<file path="config.mk">
export PLATFORM = sky130hd
export DESIGN_NAME = oc_dual_unit
export DESIGN_NICKNAME = d
export VERILOG_FILES = /design/src/rtl/oc_pkg.sv /design/src/rtl/oc_ctrl_regs.sv /design/src/rtl/oc_channel.sv /design/src/rtl/oc_combine.sv /design/src/rtl/oc_dual_unit.sv
export SDC_FILE = /design/constraint.sdc
export NUM_CORES = 1
export LEC_CHECK = 0
export BUFFER_PORTS_ARGS = -buffer_cell sky130_fd_sc_hd__buf_2
export CAP_MARGIN = 20
export CORE_MARGIN = 2
export CORE_UTILIZATION = 35
export CTS_CLUSTER_SIZE = 20
export DETAILED_ROUTE_END_ITERATION = 7
export GPL_TIMING_DRIVEN = 0
export PLACE_DENSITY = 0.59
export SLEW_MARGIN = 30
export SYNTH_ARGS = -nofsm -noshare
export SYNTH_HDL_FRONTEND = slang
export SYNTH_SLANG_ARGS = --single-unit
export TNS_END_PERCENT = 1
</file>
<file path="constraint.sdc">
create_clock -name clk -period 6 [get_ports clk]
set_clock_uncertainty 0.1 [all_clocks]
set_input_delay 1.2 -clock clk [delete_from_list [all_inputs] [get_ports clk]]
set_output_delay 1.2 -clock clk [all_outputs]
set_load 0.03 [all_outputs]
</file>
<file path="src/rtl/oc_pkg.sv">
package oc_pkg;

   localparam int OC_NCH       = 2;
   localparam int OC_CH_STRIDE = 8;
   localparam int OC_PRE_BIT   = 3;
   localparam int OC_MODE_LSB  = 4;
   localparam int OC_EXT_BASE  = 16;
   localparam int OC_ADDR_CTRL = 0;
   localparam int OC_ADDR_CMP0 = 1;
   localparam logic [31:0] OC_CTRL_MASK = 32'h0101_FFFF;

   typedef enum logic [3:0] {
      OCM_FROZEN  = 4'd0,
      OCM_SET     = 4'd1,
      OCM_CLR     = 4'd2,
      OCM_TOG     = 4'd3,
      OCM_LOW     = 4'd4,
      OCM_HIGH    = 4'd5,
      OCM_PWM_A   = 4'd6,
      OCM_PWM_B   = 4'd7,
      OCM_OPM_A   = 4'd8,
      OCM_OPM_B   = 4'd9,
      OCM_RSV_A   = 4'd10,
      OCM_RSV_B   = 4'd11,
      OCM_CMB_OR  = 4'd12,
      OCM_CMB_AND = 4'd13,
      OCM_ASY_A   = 4'd14,
      OCM_ASY_B   = 4'd15
   } oc_mode_e;

   function automatic oc_mode_e oc_mode_of(input logic [31:0] w, input int ch);
      logic [3:0] m;
      m[2:0] = w[ch*OC_CH_STRIDE + OC_MODE_LSB +: 3];
      m[3]   = w[OC_EXT_BASE + ch*OC_CH_STRIDE];
      return oc_mode_e'(m);
   endfunction

   function automatic logic [1:0] oc_sel_of(input logic [31:0] w, input int ch);
      return w[ch*OC_CH_STRIDE +: 2];
   endfunction

endpackage

</file>
<file path="src/rtl/oc_ctrl_regs.sv">
module oc_ctrl_regs
   import oc_pkg::*;
#(
   parameter int DATA_W = 32,
   parameter int CNT_W  = 8,
   parameter int ADDR_W = 2
) (
   input  logic                           clk,
   input  logic                           rst_n,
   input  logic                           wr_en,
   input  logic [ADDR_W-1:0]              addr,
   input  logic [DATA_W-1:0]              wdata,
   input  logic                           upd_evt,
   output logic [DATA_W-1:0]              ctrl_q,
   output logic [OC_NCH-1:0][CNT_W-1:0]   cmp_act,
   output logic [DATA_W-1:0]              rdata
);

   localparam logic [DATA_W-1:0] WMASK = DATA_W'(OC_CTRL_MASK);
   localparam logic [ADDR_W-1:0] CTRL_ADDR = ADDR_W'(OC_ADDR_CTRL);

   logic [OC_NCH-1:0][CNT_W-1:0] cmp_sh;

   always_ff @(posedge clk) begin
      if (!rst_n) begin
         ctrl_q <= '0;
      end else if (wr_en && addr == CTRL_ADDR) begin
         ctrl_q <= wdata & WMASK;
      end
   end

   for (genvar g = 0; g < OC_NCH; g++) begin : g_cmp
      localparam logic [ADDR_W-1:0] MY_ADDR = ADDR_W'(OC_ADDR_CMP0 + g);
      logic             wr_hit;
      logic             pre_on;
      logic [CNT_W-1:0] sh_q;
      logic [CNT_W-1:0] act_q;

      assign wr_hit = wr_en && (addr == MY_ADDR);
      assign pre_on = ctrl_q[g*OC_CH_STRIDE + OC_PRE_BIT];

      always_ff @(posedge clk) begin
         if (!rst_n) begin
            sh_q  <= '0;
            act_q <= '0;
         end else begin
            if (wr_hit) begin
               sh_q <= wdata[CNT_W-1:0];
            end
            if (wr_hit && !pre_on) begin
               act_q <= wdata[CNT_W-1:0];
            end else if (pre_on && upd_evt) begin
               act_q <= sh_q;
            end
         end
      end

      assign cmp_sh[g]  = sh_q;
      assign cmp_act[g] = act_q;
   end

   always_comb begin
      rdata = '0;
      if (addr == CTRL_ADDR) begin
         rdata = ctrl_q;
      end
      for (int i = 0; i < OC_NCH; i++) begin
         if (addr == ADDR_W'(OC_ADDR_CMP0 + i)) begin
            rdata[CNT_W-1:0] = cmp_sh[i];
         end
      end
   end

endmodule

</file>
<file path="src/rtl/oc_channel.sv">
module oc_channel
   import oc_pkg::*;
#(
   parameter int CNT_W = 8
) (
   input  logic             clk,
   input  logic             rst_n,
   input  oc_mode_e         mode,
   input  logic [1:0]       dsel,
   input  logic [CNT_W-1:0] cmp,
   input  logic [CNT_W-1:0] cnt,
   input  logic             cnt_valid,
   input  logic             cnt_down,
   input  logic             trig_seen,
   output logic             ref_q
);

   logic hit;
   logic below;
   logic above;
   logic pwm_lvl;
   logic ref_d;

   assign hit     = (cnt == cmp);
   assign below   = (cnt < cmp);
   assign above   = (cnt > cmp);
   assign pwm_lvl = cnt_down ? !above : below;

   always_comb begin
      ref_d = ref_q;
      if (dsel == 2'b00) begin
         if (mode == OCM_LOW) begin
            ref_d = 1'b0;
         end else if (mode == OCM_HIGH) begin
            ref_d = 1'b1;
         end else if (cnt_valid) begin
            case (mode)
               OCM_SET:                          if (hit) ref_d = 1'b1;
               OCM_CLR:                          if (hit) ref_d = 1'b0;
               OCM_TOG:                          if (hit) ref_d = !ref_q;
               OCM_PWM_A, OCM_CMB_OR, OCM_ASY_A: ref_d = pwm_lvl;
               OCM_PWM_B, OCM_CMB_AND, OCM_ASY_B: ref_d = !pwm_lvl;
               OCM_OPM_A:                        ref_d = !cnt_down && !trig_seen;
               OCM_OPM_B:                        ref_d = cnt_down || trig_seen;
               default:                          ref_d = ref_q;
            endcase
         end
      end
   end

   always_ff @(posedge clk) begin
      if (!rst_n) begin
         ref_q <= 1'b0;
      end else begin
         ref_q <= ref_d;
      end
   end

endmodule

</file>
<file path="src/rtl/oc_combine.sv">
module oc_combine
   import oc_pkg::*;
#(
   parameter int SELF = 0
) (
   input  oc_mode_e          mode,
   input  logic [OC_NCH-1:0] refs,
   input  logic              cnt_down,
   output logic              comb
);

   always_comb begin
      case (mode)
         OCM_CMB_OR:           comb = refs[0] | refs[1];
         OCM_CMB_AND:          comb = refs[0] & refs[1];
         OCM_ASY_A, OCM_ASY_B: comb = cnt_down ? refs[1] : refs[0];
         default:              comb = refs[SELF];
      endcase
   end

endmodule

</file>
<file path="src/rtl/oc_dual_unit.sv">
module oc_dual_unit
   import oc_pkg::*;
#(
   parameter int CNT_W  = 8,
   parameter int DATA_W = 32,
   parameter int ADDR_W = 2
) (
   input  logic              clk,
   input  logic              rst_n,
   input  logic              cnt_valid,
   input  logic [CNT_W-1:0]  cnt_value,
   input  logic              cnt_down,
   input  logic              upd_evt,
   input  logic              trig_in,
   input  logic              reg_wr,
   input  logic [ADDR_W-1:0] reg_addr,
   input  logic [DATA_W-1:0] reg_wdata,
   output logic [DATA_W-1:0] reg_rdata,
   output logic [1:0]        ref_o,
   output logic [1:0]        comb_o
);

   if (DATA_W < OC_EXT_BASE + OC_CH_STRIDE + 1) begin : g_bad_data_w
      $error("oc_dual_unit: DATA_W too small for the control word");
   end
   if (CNT_W < 1 || CNT_W > DATA_W) begin : g_bad_cnt_w
      $error("oc_dual_unit: CNT_W must lie in 1..DATA_W");
   end
   if (ADDR_W < 2) begin : g_bad_addr_w
      $error("oc_dual_unit: ADDR_W must be at least 2");
   end

   logic [DATA_W-1:0]            ctrl_q;
   logic [OC_NCH-1:0][CNT_W-1:0] cmp_act;
   logic [OC_NCH-1:0]            ref_w;
   logic [31:0]                  ctrl_w32;
   logic                         fired_q;
   logic                         trig_seen;

   assign ctrl_w32  = ctrl_q[31:0];
   assign trig_seen = trig_in | fired_q;

   always_ff @(posedge clk) begin
      if (!rst_n) begin
         fired_q <= 1'b0;
      end else if (trig_in) begin
         fired_q <= 1'b1;
      end else if (upd_evt) begin
         fired_q <= 1'b0;
      end
   end

   oc_ctrl_regs #(
      .DATA_W (DATA_W),
      .CNT_W  (CNT_W),
      .ADDR_W (ADDR_W)
   ) u_regs (
      .clk     (clk),
      .rst_n   (rst_n),
      .wr_en   (reg_wr),
      .addr    (reg_addr),
      .wdata   (reg_wdata),
      .upd_evt (upd_evt),
      .ctrl_q  (ctrl_q),
      .cmp_act (cmp_act),
      .rdata   (reg_rdata)
   );

   for (genvar g = 0; g < OC_NCH; g++) begin : g_ch
      oc_mode_e ch_mode;
      logic     ch_comb;

      assign ch_mode = oc_mode_of(ctrl_w32, g);

      oc_channel #(
         .CNT_W (CNT_W)
      ) u_chan (
         .clk       (clk),
         .rst_n     (rst_n),
         .mode      (ch_mode),
         .dsel      (oc_sel_of(ctrl_w32, g)),
         .cmp       (cmp_act[g]),
         .cnt       (cnt_value),
         .cnt_valid (cnt_valid),
         .cnt_down  (cnt_down),
         .trig_seen (trig_seen),
         .ref_q     (ref_w[g])
      );

      oc_combine #(
         .SELF (g)
      ) u_comb (
         .mode     (ch_mode),
         .refs     (ref_w),
         .cnt_down (cnt_down),
         .comb     (ch_comb)
      );

      assign comb_o[g] = ch_comb;
   end

   assign ref_o = ref_w;

endmodule

</file>
==> results of run 1 <==
sequential cells by signal (all words and copies together), names as in the netlist:
name and cells:
u_regs.ctrl_q 18, fired_q 1, u_regs.g_cmp.sh_q 16, u_regs.g_cmp.act_q 16
g_ch.u_chan.ref_q 2
through the flow:
step	hold WS, ns	worst slack [ns]	util	cell area [sq um]
6_report	0.356	2.11	0.427	3720
5_1_grt	0.380	2.00	0.427	3720
4_1_cts	0.360	2.08	0.427	3720
3_5_place_dp	0.347	2.10	0.414	3610
3_3_place_gp	0.340	2.13	0.414	3610
2_1_floorplan	0.332	2.50	-	3190
metal layers:
layer	routed length, microns	up-vias	track usage
met2	3870	94	0.288
met4	49	0	0.0285
met3	491	5	0.0206
met1	4150	1393	0.257
li1	-	1548	-
met5	0	-	0
cell type report:
cell class,instances,area [sq um]
sequential,53,1060
buffer,40,228
multi-input combinational,310,1830
clock buffer,5,68.8
clock inverter,3,46.3
timing repair buffer,56,280
fill,949,5000
tap,108,135
inverter,21,78.8
cell usage in the layout (no fill, tap or decap), drive strengths merged, types with 2 or more instances in the layout:
cell type,instances
buf,83
nand2,80
dfxtp,53
a21oi,49
nor2,24
inv,21
clkbuf,18
mux2i,16
a22oi,16
ha,16
o21ai,16
conb,14
nand3,12
and2,11
nor2b,5
a31oi,4
o21bai,4
nand4,4
o211ai,4
nand2b,3
nor3,3
o311ai,2
nand3b,2
o31a,2
a2111oi,2
a211oi,2
o21a,2
a21boi,2
a32oi,2
a221oi,2
a21o,2
a41o,2
a311o,2
or4,2
kinds of logic (layout without fill, tap and decap cells):
group | Yosys count | in the layout | synth area share
other | 1 | 14 | 0.00119
DFF | 53 | 53 | 0.337
buffers and inverters | 61 | 125 | 0.0975
and+or+nand+nor | 149 | 149 | 0.217
AOI/OAI and AO/OA | 115 | 115 | 0.233
muxes | 16 | 16 | 0.0509
adders and majority gates | 16 | 16 | 0.0636
Yosys cell counts, types with 3 or more instances:
cell type,n,area (sq um)
a21oi_1,49,245
a22oi_1,16,120
a31oi_1,4,25.0
and2_1,11,68.8
buf_1,3,11.3
buf_2,5,25.0
buf_4,19,143
clkbuf_1,13,48.8
dfxtp_1,53,1060
ha_1,16,200
inv_1,18,67.6
inv_2,3,11.3
mux2i_1,16,160
nand2_1,80,300
nand3_1,12,60.1
nand4_1,4,25.0
nor2_1,23,86.3
nor2b_1,5,31.3
o211ai_1,4,30.0
o21ai_0,7,35.0
o21ai_1,9,45.0
o21bai_1,4,30.0
worst max-delay path: cells and delay by family:
kind | cells | cell delay, ns
AOI/OAI and AO/OA | 1 | 0.12
buffers and inverters | 4 | 1.05
and+or+nand+nor | 2 | 0.23
report_power, final:
group          total (mW)  leakage, nW  switching (mW)  internal, mW
Combinational       0.148         1.05          0.0920        0.0557
Clock               0.246       0.0543           0.121         0.125
Sequential          0.375        0.431          0.0110         0.364
worst max path at each step:
stage | start | end | slack [ns] | cells after the start
after floorplan | reg_addr[0] | reg_rdata[0] | 2.50 | 3
after global placement | reg_addr[1] | reg_rdata[5] | 2.13 | 7
after detailed placement | reg_addr[1] | reg_rdata[5] | 2.10 | 7
after CTS | reg_addr[1] | reg_rdata[5] | 2.08 | 7
after global routing | reg_addr[1] | reg_rdata[4] | 2.00 | 7
final | reg_addr[1] | reg_rdata[5] | 2.11 | 7
==> results.cfg, run 1 <==
[logic_synthesis]
yosysSeqAreaShare = 0.337
synth.distinct_cells = 46
yosysWarningCount = 0
async_reset_ff_frac = 0
synth_ff_type = dfxtp_1
netlist_instances = 411
synth_edf_count = 0
avgSynthCellArea_sq_um = 7.65
synth_seq_cells = 53
synthesis.area_sq_um = 3150

[setup_path]
slowest_stage = clkbuf_1
worst_setup_path_start_kind = input pin
path_max_fanout = 10
crit_path_end_kind = primary output
regToRegEndpoint = g_ch[1].u_chan.ref_q$_SDFFE_PN0P_
timing.reg2reg.setup_slack_ns = 3.86
crit_chain = buf_2 > nor2b_1 > clkbuf_1 > clkbuf_1 > nand2_1 > o21ai_1 > buf_2
crit_arrival_ns = 2.59
required_ns = 4.70
rr_worst_depth = 7
critPathMaxStageDelay_ns = 0.41
path_class = in2out
rr_startpoint = u_regs.g_cmp[1].act_q[7]$_SDFFE_PN0P_

[timing]
slew_headroom = 0.471
setup-tns-final_ns = 0
layout_min_cycle_time_ns = 3.89
max_freq_ghz = 0.257
finalSetupViolCount = 0
slew_violations = 0
rsz0062_at_grt = false
finalCritPeriodShare = 0.649
hold_viol = 0
worst_pin_slew_ns = 0.794

[clocking]
clockBufferDepth = 2
numCtsBuffers = 5
cts-hold-fix-buffers = 0
cts.clk_slew.worst_paths_ns = 0.09
worstSkewPairLatency_ns = 0.30
clock-sinks = 53
htreeDepth = 2
cts_root_buf = clkbuf_8
cts_tree = done
cts_setup_buffers = 0
cts_resized = 0

[die]
die_area_sq_um = 9760
io_pins = 85
rows = 34
die_x_microns = 98.8
die_h_microns = 98.8
start_util = 0.361
core_area_sq_um = 8720

[global_routing]
antenna_found_initial = 0
grt_pass1_wl_mm = 14.2
grt_max_degree = 18
grt_pass1_vias = 2812
overflow = 0
track_usage = 0.177

[placement]
port_buffers = 56
gp_congestion = 0.822
placed_cells = 588
place_hpwl_mm = 6.64

[status]
status = complete, no violations

[routing]
first_pass_iters = 4
vias_per_cell = 5.10
wl_per_cell_microns = 14.4
ant_nets = 0
post-route-drc-count = 0
drt_iter0_drc = 134
vias = 3040
drt_wl_total_mm = 8.56

[power_and_ir_drop]
p_leak_nw = 1.54
power.density_nw_per_um2 = 206
power_uw = 769
ir_drop_mv = 0.127

[min_path]
holdPathStages = 2
worstHoldStart = u_regs.ctrl_q[15]$_SDFFE_PN0P_
min_to = u_regs.ctrl_q[15]$_SDFFE_PN0P_
min_path_type = reg2reg

[final_layout]
synthToLayoutAreaGrowth_pct = 18.4
num_antenna_cells = 0
final_nets = 552
drive_gt1_frac = 0.203
fin_cells = 596

[job]
drv_cap = 0
No activity file was read; power rests on OpenSTA's default activity.
==> inputs of run 2 (changes only) <==
- ABC_AREA: default -> 1
- PLACE_DENSITY: 0.59 -> 0.61
- clock period: 6 -> 3.49 ns (I/O delays scaled with it)
==> run 2 against run 1 <==
Net effect: register-to-register slack worse by 2.2 ns; non-clock buffer count is 11 lower; wire length is 5.6% lower.
==> results.cfg, run 2 <==
[clocking]
cts_setup_buffers = 0
cts_root_buf = clkbuf_8
worstSkewPairLatency_ns = 0.31
cts.clk_slew.worst_paths_ns = 0.09
clock-sinks = 53
clockBufferDepth = 2
cts_resized = 0
htreeDepth = 2
cts-hold-fix-buffers = 0
numCtsBuffers = 5
cts_tree = done

[final_layout]
final_nets = 587
fill_cells = 958
regMostFlops = u_regs.ctrl_q
drive_gt1_frac = 0.193
reg_top3 = u_regs.ctrl_q x18, u_regs.g_cmp.act_q x16, u_regs.g_cmp.sh_q x16
multi_input_area_sq_um = 1660
largest_reg_flops = 18
final_cell_mix = 95 x nand2_1, 60 x inv_1, 57 x buf_2, 53 x dfxtp_1, 49 x nor2_1
final_util = 0.423
synthToLayoutAreaGrowth_pct = 17.8
layout_commonest_cell = nand2_1
num_antenna_cells = 0
seqCellArea_sq_um = 1060

[logic_synthesis]
netlist_instances = 446
synth_ff_type = dfxtp_1
synth_seq_cells = 53
synth_top_area_frac = 0.341
synth.most_common_cell = nand2_1
async_reset_ff_frac = 0
synth.distinct_cells = 29
yosysTopAreaCell = dfxtp_1
synthTopCellsByCount = 95 x nand2_1, 60 x inv_1, 53 x dfxtp_1
synthesis.area_sq_um = 3110
synthTopCellsByArea = dfxtp_1 34%, nand2_1 11%, inv_1 7.2%
avgSynthCellArea_sq_um = 6.98
synth_edf_count = 0
yosysSeqAreaShare = 0.341
yosysWarningCount = 0

[timing]
holdWs_ns = 0.363
finalCritPeriodShare = 0.743
max_freq_ghz = 0.386
hold_viol = 0
layout_min_cycle_time_ns = 2.59
slew_violations = 0
setup-tns-final_ns = 0
finalSetupViolCount = 0
rsz0062_at_grt = false
fin_ws_ns = 0.897

[placement]
gp_congestion = 0.852
dpl_worst_slack_ns = 0.878
port_buffers = 56
place_hpwl_mm = 6.46

[setup_path]
required_ns = 2.69
path_class = in2out
worst_setup_path_start_kind = input pin
path_max_fanout = 10
crit_path_end_kind = primary output
crit_arrival_ns = 1.80

[routing]
first_pass_iters = 4
post-route-drc-count = 0
vias_per_cell = 4.83
vias = 3050
drt_wl_total_mm = 8.08
wl_per_cell_microns = 12.8
ant_nets = 0
drt_iter0_drc = 161

[die]
start_util = 0.359
die_x_microns = 98.3
rows = 34
die_area_sq_um = 9660
io_pins = 85
die_h_microns = 98.3
core_area_sq_um = 8680

[power_and_ir_drop]
ir_drop_mv = 0.196
power_mw = 1.29
power.density_nw_per_um2 = 351
p_leak_nw = 1.62

[global_routing]
grt_max_degree = 18
gr-usage-met1 = 0.233
antenna_found_initial = 0
busiest_layer = met2
grt_pass1_vias = 2780
grt_use_met3 = 0.0157
met2_usage = 0.275
grt_pass1_wl_mm = 13.3
overflow = 0
track_usage = 0.167

[min_path]
min_path_type = reg2reg

[status]
status = complete, no violations

[job]
drv_cap = 0
## run 2: changes by cell type in the layout (fill, tap and decap cells not counted), sizes merged, moves of 11 or more
cell / delta
o21ai: +25
a22oi: -13
inv: +42
mux2i: -16
and2: -11
nand2: +15
nor2: +31
## run 2: cell type report
cell class / count / area share
buffer: 29 / 0.0559
clock buffer: 5 / 0.0188
clock inverter: 3 / 0.00614
inverter: 64 / 0.0655
multi-input combinational: 313 / 0.451
sequential: 53 / 0.289
tap: 108 / 0.0368
timing repair buffer: 56 / 0.0764
## run 2: kinds of logic after synthesis
kind of cell / count (synthesis) / synth area share
other: 1 / 0.00120
adder cells (fa/ha/maj): 16 / 0.0643
buffers and inverters: 93 / 0.143
flip-flops: 53 / 0.341
AO/OA/AOI/OAI: 115 / 0.212
AND/OR/NAND/NOR: 168 / 0.239
## run 2: through the flow
| step | instances | area [sq um] |
|---|---|---|
| 2_1_floorplan | 459 | 3160 |
| 3_3_place_gp | 623 | 3580 |
| 3_5_place_dp | 623 | 3580 |
| 4_1_cts | 631 | 3670 |
| 5_1_grt | 631 | 3670 |
| 6_report | 631 | 3670 |
## run 2: final timing paths
path / from / end / slack [ns] / cells past startpoint
max reg2reg: u_regs.g_cmp[0].act_q[7]$_SDFFE_PN0P_ / g_ch[0].u_chan.ref_q$_SDFFE_PN0P_ / 1.66 / 10
min reg2reg: u_regs.ctrl_q[10]$_SDFFE_PN0P_ / u_regs.ctrl_q[10]$_SDFFE_PN0P_ / 0.36 / 2
min: u_regs.ctrl_q[10]$_SDFFE_PN0P_ / u_regs.ctrl_q[10]$_SDFFE_PN0P_ / 0.36 / 2
max: reg_addr[1] / reg_rdata[16] / 0.90 / 6
## run 2: metal layers
layer / vias up / part of all wire
li1: 1587 / -
met1: 1391 / 0.49
met2: 63 / 0.46
met3: 9 / 0.040
met4: 0 / 0.014
met5: - / 0
## run 2: where the power goes
group          total (mW)  switching (mW)  internal, mW
Clock               0.356           0.213         0.143
Sequential          0.658          0.0233         0.634
Combinational       0.274           0.177        0.0977
Total                1.29           0.413         0.875
## run 2: worst max-delay path: stages
cell	delay [ns]
buf_2	0.14
nor2_4	0.26
inv_2	0.08
clkbuf_1	0.22
nor2_1	0.17
buf_2	0.22
==> inputs of run 3 (changes only) <==
- clock period: 3.49 -> 2.2 ns (I/O delays scaled with it)
==> run 3 against run 2 <==
Net effect: worst hold slack got worse by 0.086 ns; global-route usage is the same; flip-flop and latch count stayed put; wire length about the same; critical path depth is the same; via count shrank 0.52%; combinational power grew 58%; clock power grew 59%; sequential power is 58% higher; final area is 0.24% higher; critical endpoint unchanged.
==> results.cfg, run 3 (synthesis gave the netlist of run 2 again) <==
[timing]
fin_ws_ns = 0.121
slew_violations = 0
setup-tns-final_ns = 0
holdWs_ns = 0.277
hold_viol = 0
finalSetupViolCount = 0
rsz0062_at_grt = false
finalCritPeriodShare = 0.945
layout_min_cycle_time_ns = 2.08
max_freq_ghz = 0.481

[clocking]
cts_root_buf = clkbuf_8
cts-hold-fix-buffers = 0
numCtsBuffers = 5
worstSkewPairLatency_ns = 0.31
clockBufferDepth = 2
cts.clk_slew.worst_paths_ns = 0.10
htreeDepth = 2
cts_tree = done
clock-sinks = 53
cts_setup_buffers = 0

[routing]
drt_wl_total_mm = 8.07
drt_iter0_drc = 182
vias = 3034
first_pass_iters = 4
wl_per_cell_microns = 12.8
ant_nets = 0
vias_per_cell = 4.82
post-route-drc-count = 0

[power_and_ir_drop]
power.density_nw_per_um2 = 556
ir_drop_mv = 0.308
p_leak_nw = 1.61

[final_layout]
largest_reg_flops = 18
stdcell_area_sq_um = 3680
final_nets = 586
final_cell_mix = 95 x nand2_1, 58 x inv_1, 56 x buf_2, 49 x nor2_1, 48 x dfxtp_1
fin_cells = 630
reg_top3 = u_regs.ctrl_q x18, u_regs.g_cmp.act_q x16, u_regs.g_cmp.sh_q x16
regMostFlops = u_regs.ctrl_q
drive_gt1_frac = 0.205
seqCellArea_sq_um = 1070
layout_commonest_cell = nand2_1
num_antenna_cells = 0
synthToLayoutAreaGrowth_pct = 18.1
fill_cells = 956
multi_input_area_sq_um = 1660

[min_path]
min_path_type = in2reg
worstHoldStart = upd_evt
holdPathStages = 2

[die]
die_h_microns = 98.3
core_area_sq_um = 8680
die_x_microns = 98.3
io_pins = 85
rows = 34
start_util = 0.359
die_area_sq_um = 9660

[placement]
placed_cells = 623
dpl_worst_slack_ns = 0.104
place_hpwl_mm = 6.46
place_area_sq_um = 3580
port_buffers = 56
gp_congestion = 0.852

[setup_path]
worst_setup_path_start_kind = input pin
crit_chain = buf_2 > nor2_4 > inv_2 > clkbuf_1 > nor2_1 > buf_2
critPathMaxStageDelay_ns = 0.25
crit_path_end_kind = primary output
cpMostUsedCell = buf_2
crit_arrival_ns = 1.54
required_ns = 1.66
path_class = in2out
cp-startpoint = reg_addr[1]
rr_worst_depth = 10
slowest_stage = nor2_4
rr_startpoint = u_regs.g_cmp[0].act_q[7]$_SDFFE_PN0P_
path_max_fanout = 10

[global_routing]
track_usage = 0.167
overflow = 0
grt_pass1_wl_mm = 13.3
grt_max_degree = 18
antenna_found_initial = 0
grt_pass1_vias = 2782

[status]
status = complete, no violations

[job]
drv_cap = 0
==> run 3: cell types whose count changed in the layout (fill, tap and decap cells not counted), moves of 2 or more <==
cell and delta:
dfxtp_4 +2, inv_1 -2, inv_2 +2, dfxtp_2 +3, dfxtp_1 -5
==> run 3: path summary, 6_finish.rpt <==
check,endpoint,slack [ns]
setup / recovery,reg_rdata[16],0.12
hold / removal,fired_q$_SDFFE_PN0P_,0.28
setup reg to reg,g_ch[0].u_chan.ref_q$_SDFFE_PN0P_,0.37
hold reg to reg,u_regs.ctrl_q[15]$_SDFFE_PN0P_,0.36
==> run 3: worst max-delay path, delay by kind of cell <==
kind | cells | cell delay (ns)
buf+inv | 4 | 0.67
simple gates | 2 | 0.42
==> run 3: timing repair <==
| item | in CTS | in global routing |
|---|---|---|
| gates cloned | 0 | 0 |
| setup endpoints to repair | 1 | 2 |
| gates resized for setup | 3 | 8 |
==> run 3: power by group <==
group / total (mW) / switching [mW] / internal, mW
Combinational: 0.434 / 0.279 / 0.155
Sequential: 1.04 / 0.0388 / 1.01
Clock: 0.565 / 0.339 / 0.227
Total: 2.04 / 0.656 / 1.39
==> run 3: layer usage <==
layer | GRT usage | part of all wire | vias up
li1 | - | - | 1588
met1 | 0.233 | 0.49 | 1369
met4 | 0.0506 | 0.0092 | 0
met5 | 0 | 0 | -
met3 | 0.0157 | 0.038 | 4
met2 | 0.275 | 0.46 | 73
==> run 3: layout make-up <==
class,instances,share of cell area
Buffer,28,0.0544
Clock buffer,5,0.0187
Clock inverter,3,0.00612
Inverter,64,0.0653
Multi-Input combinational cell,313,0.450
Sequential cell,53,0.292
Tap cell,108,0.0367
Timing Repair Buffer,56,0.0769
==> run 3: through the flow <==
stage          total power, mW  utilization
3_3_place_gp              1.49        0.412
5_1_grt                   2.15        0.424
6_report                  2.04        0.424
4_1_cts                   2.06        0.423
3_5_place_dp              1.50        0.412
2_1_floorplan             1.36            -
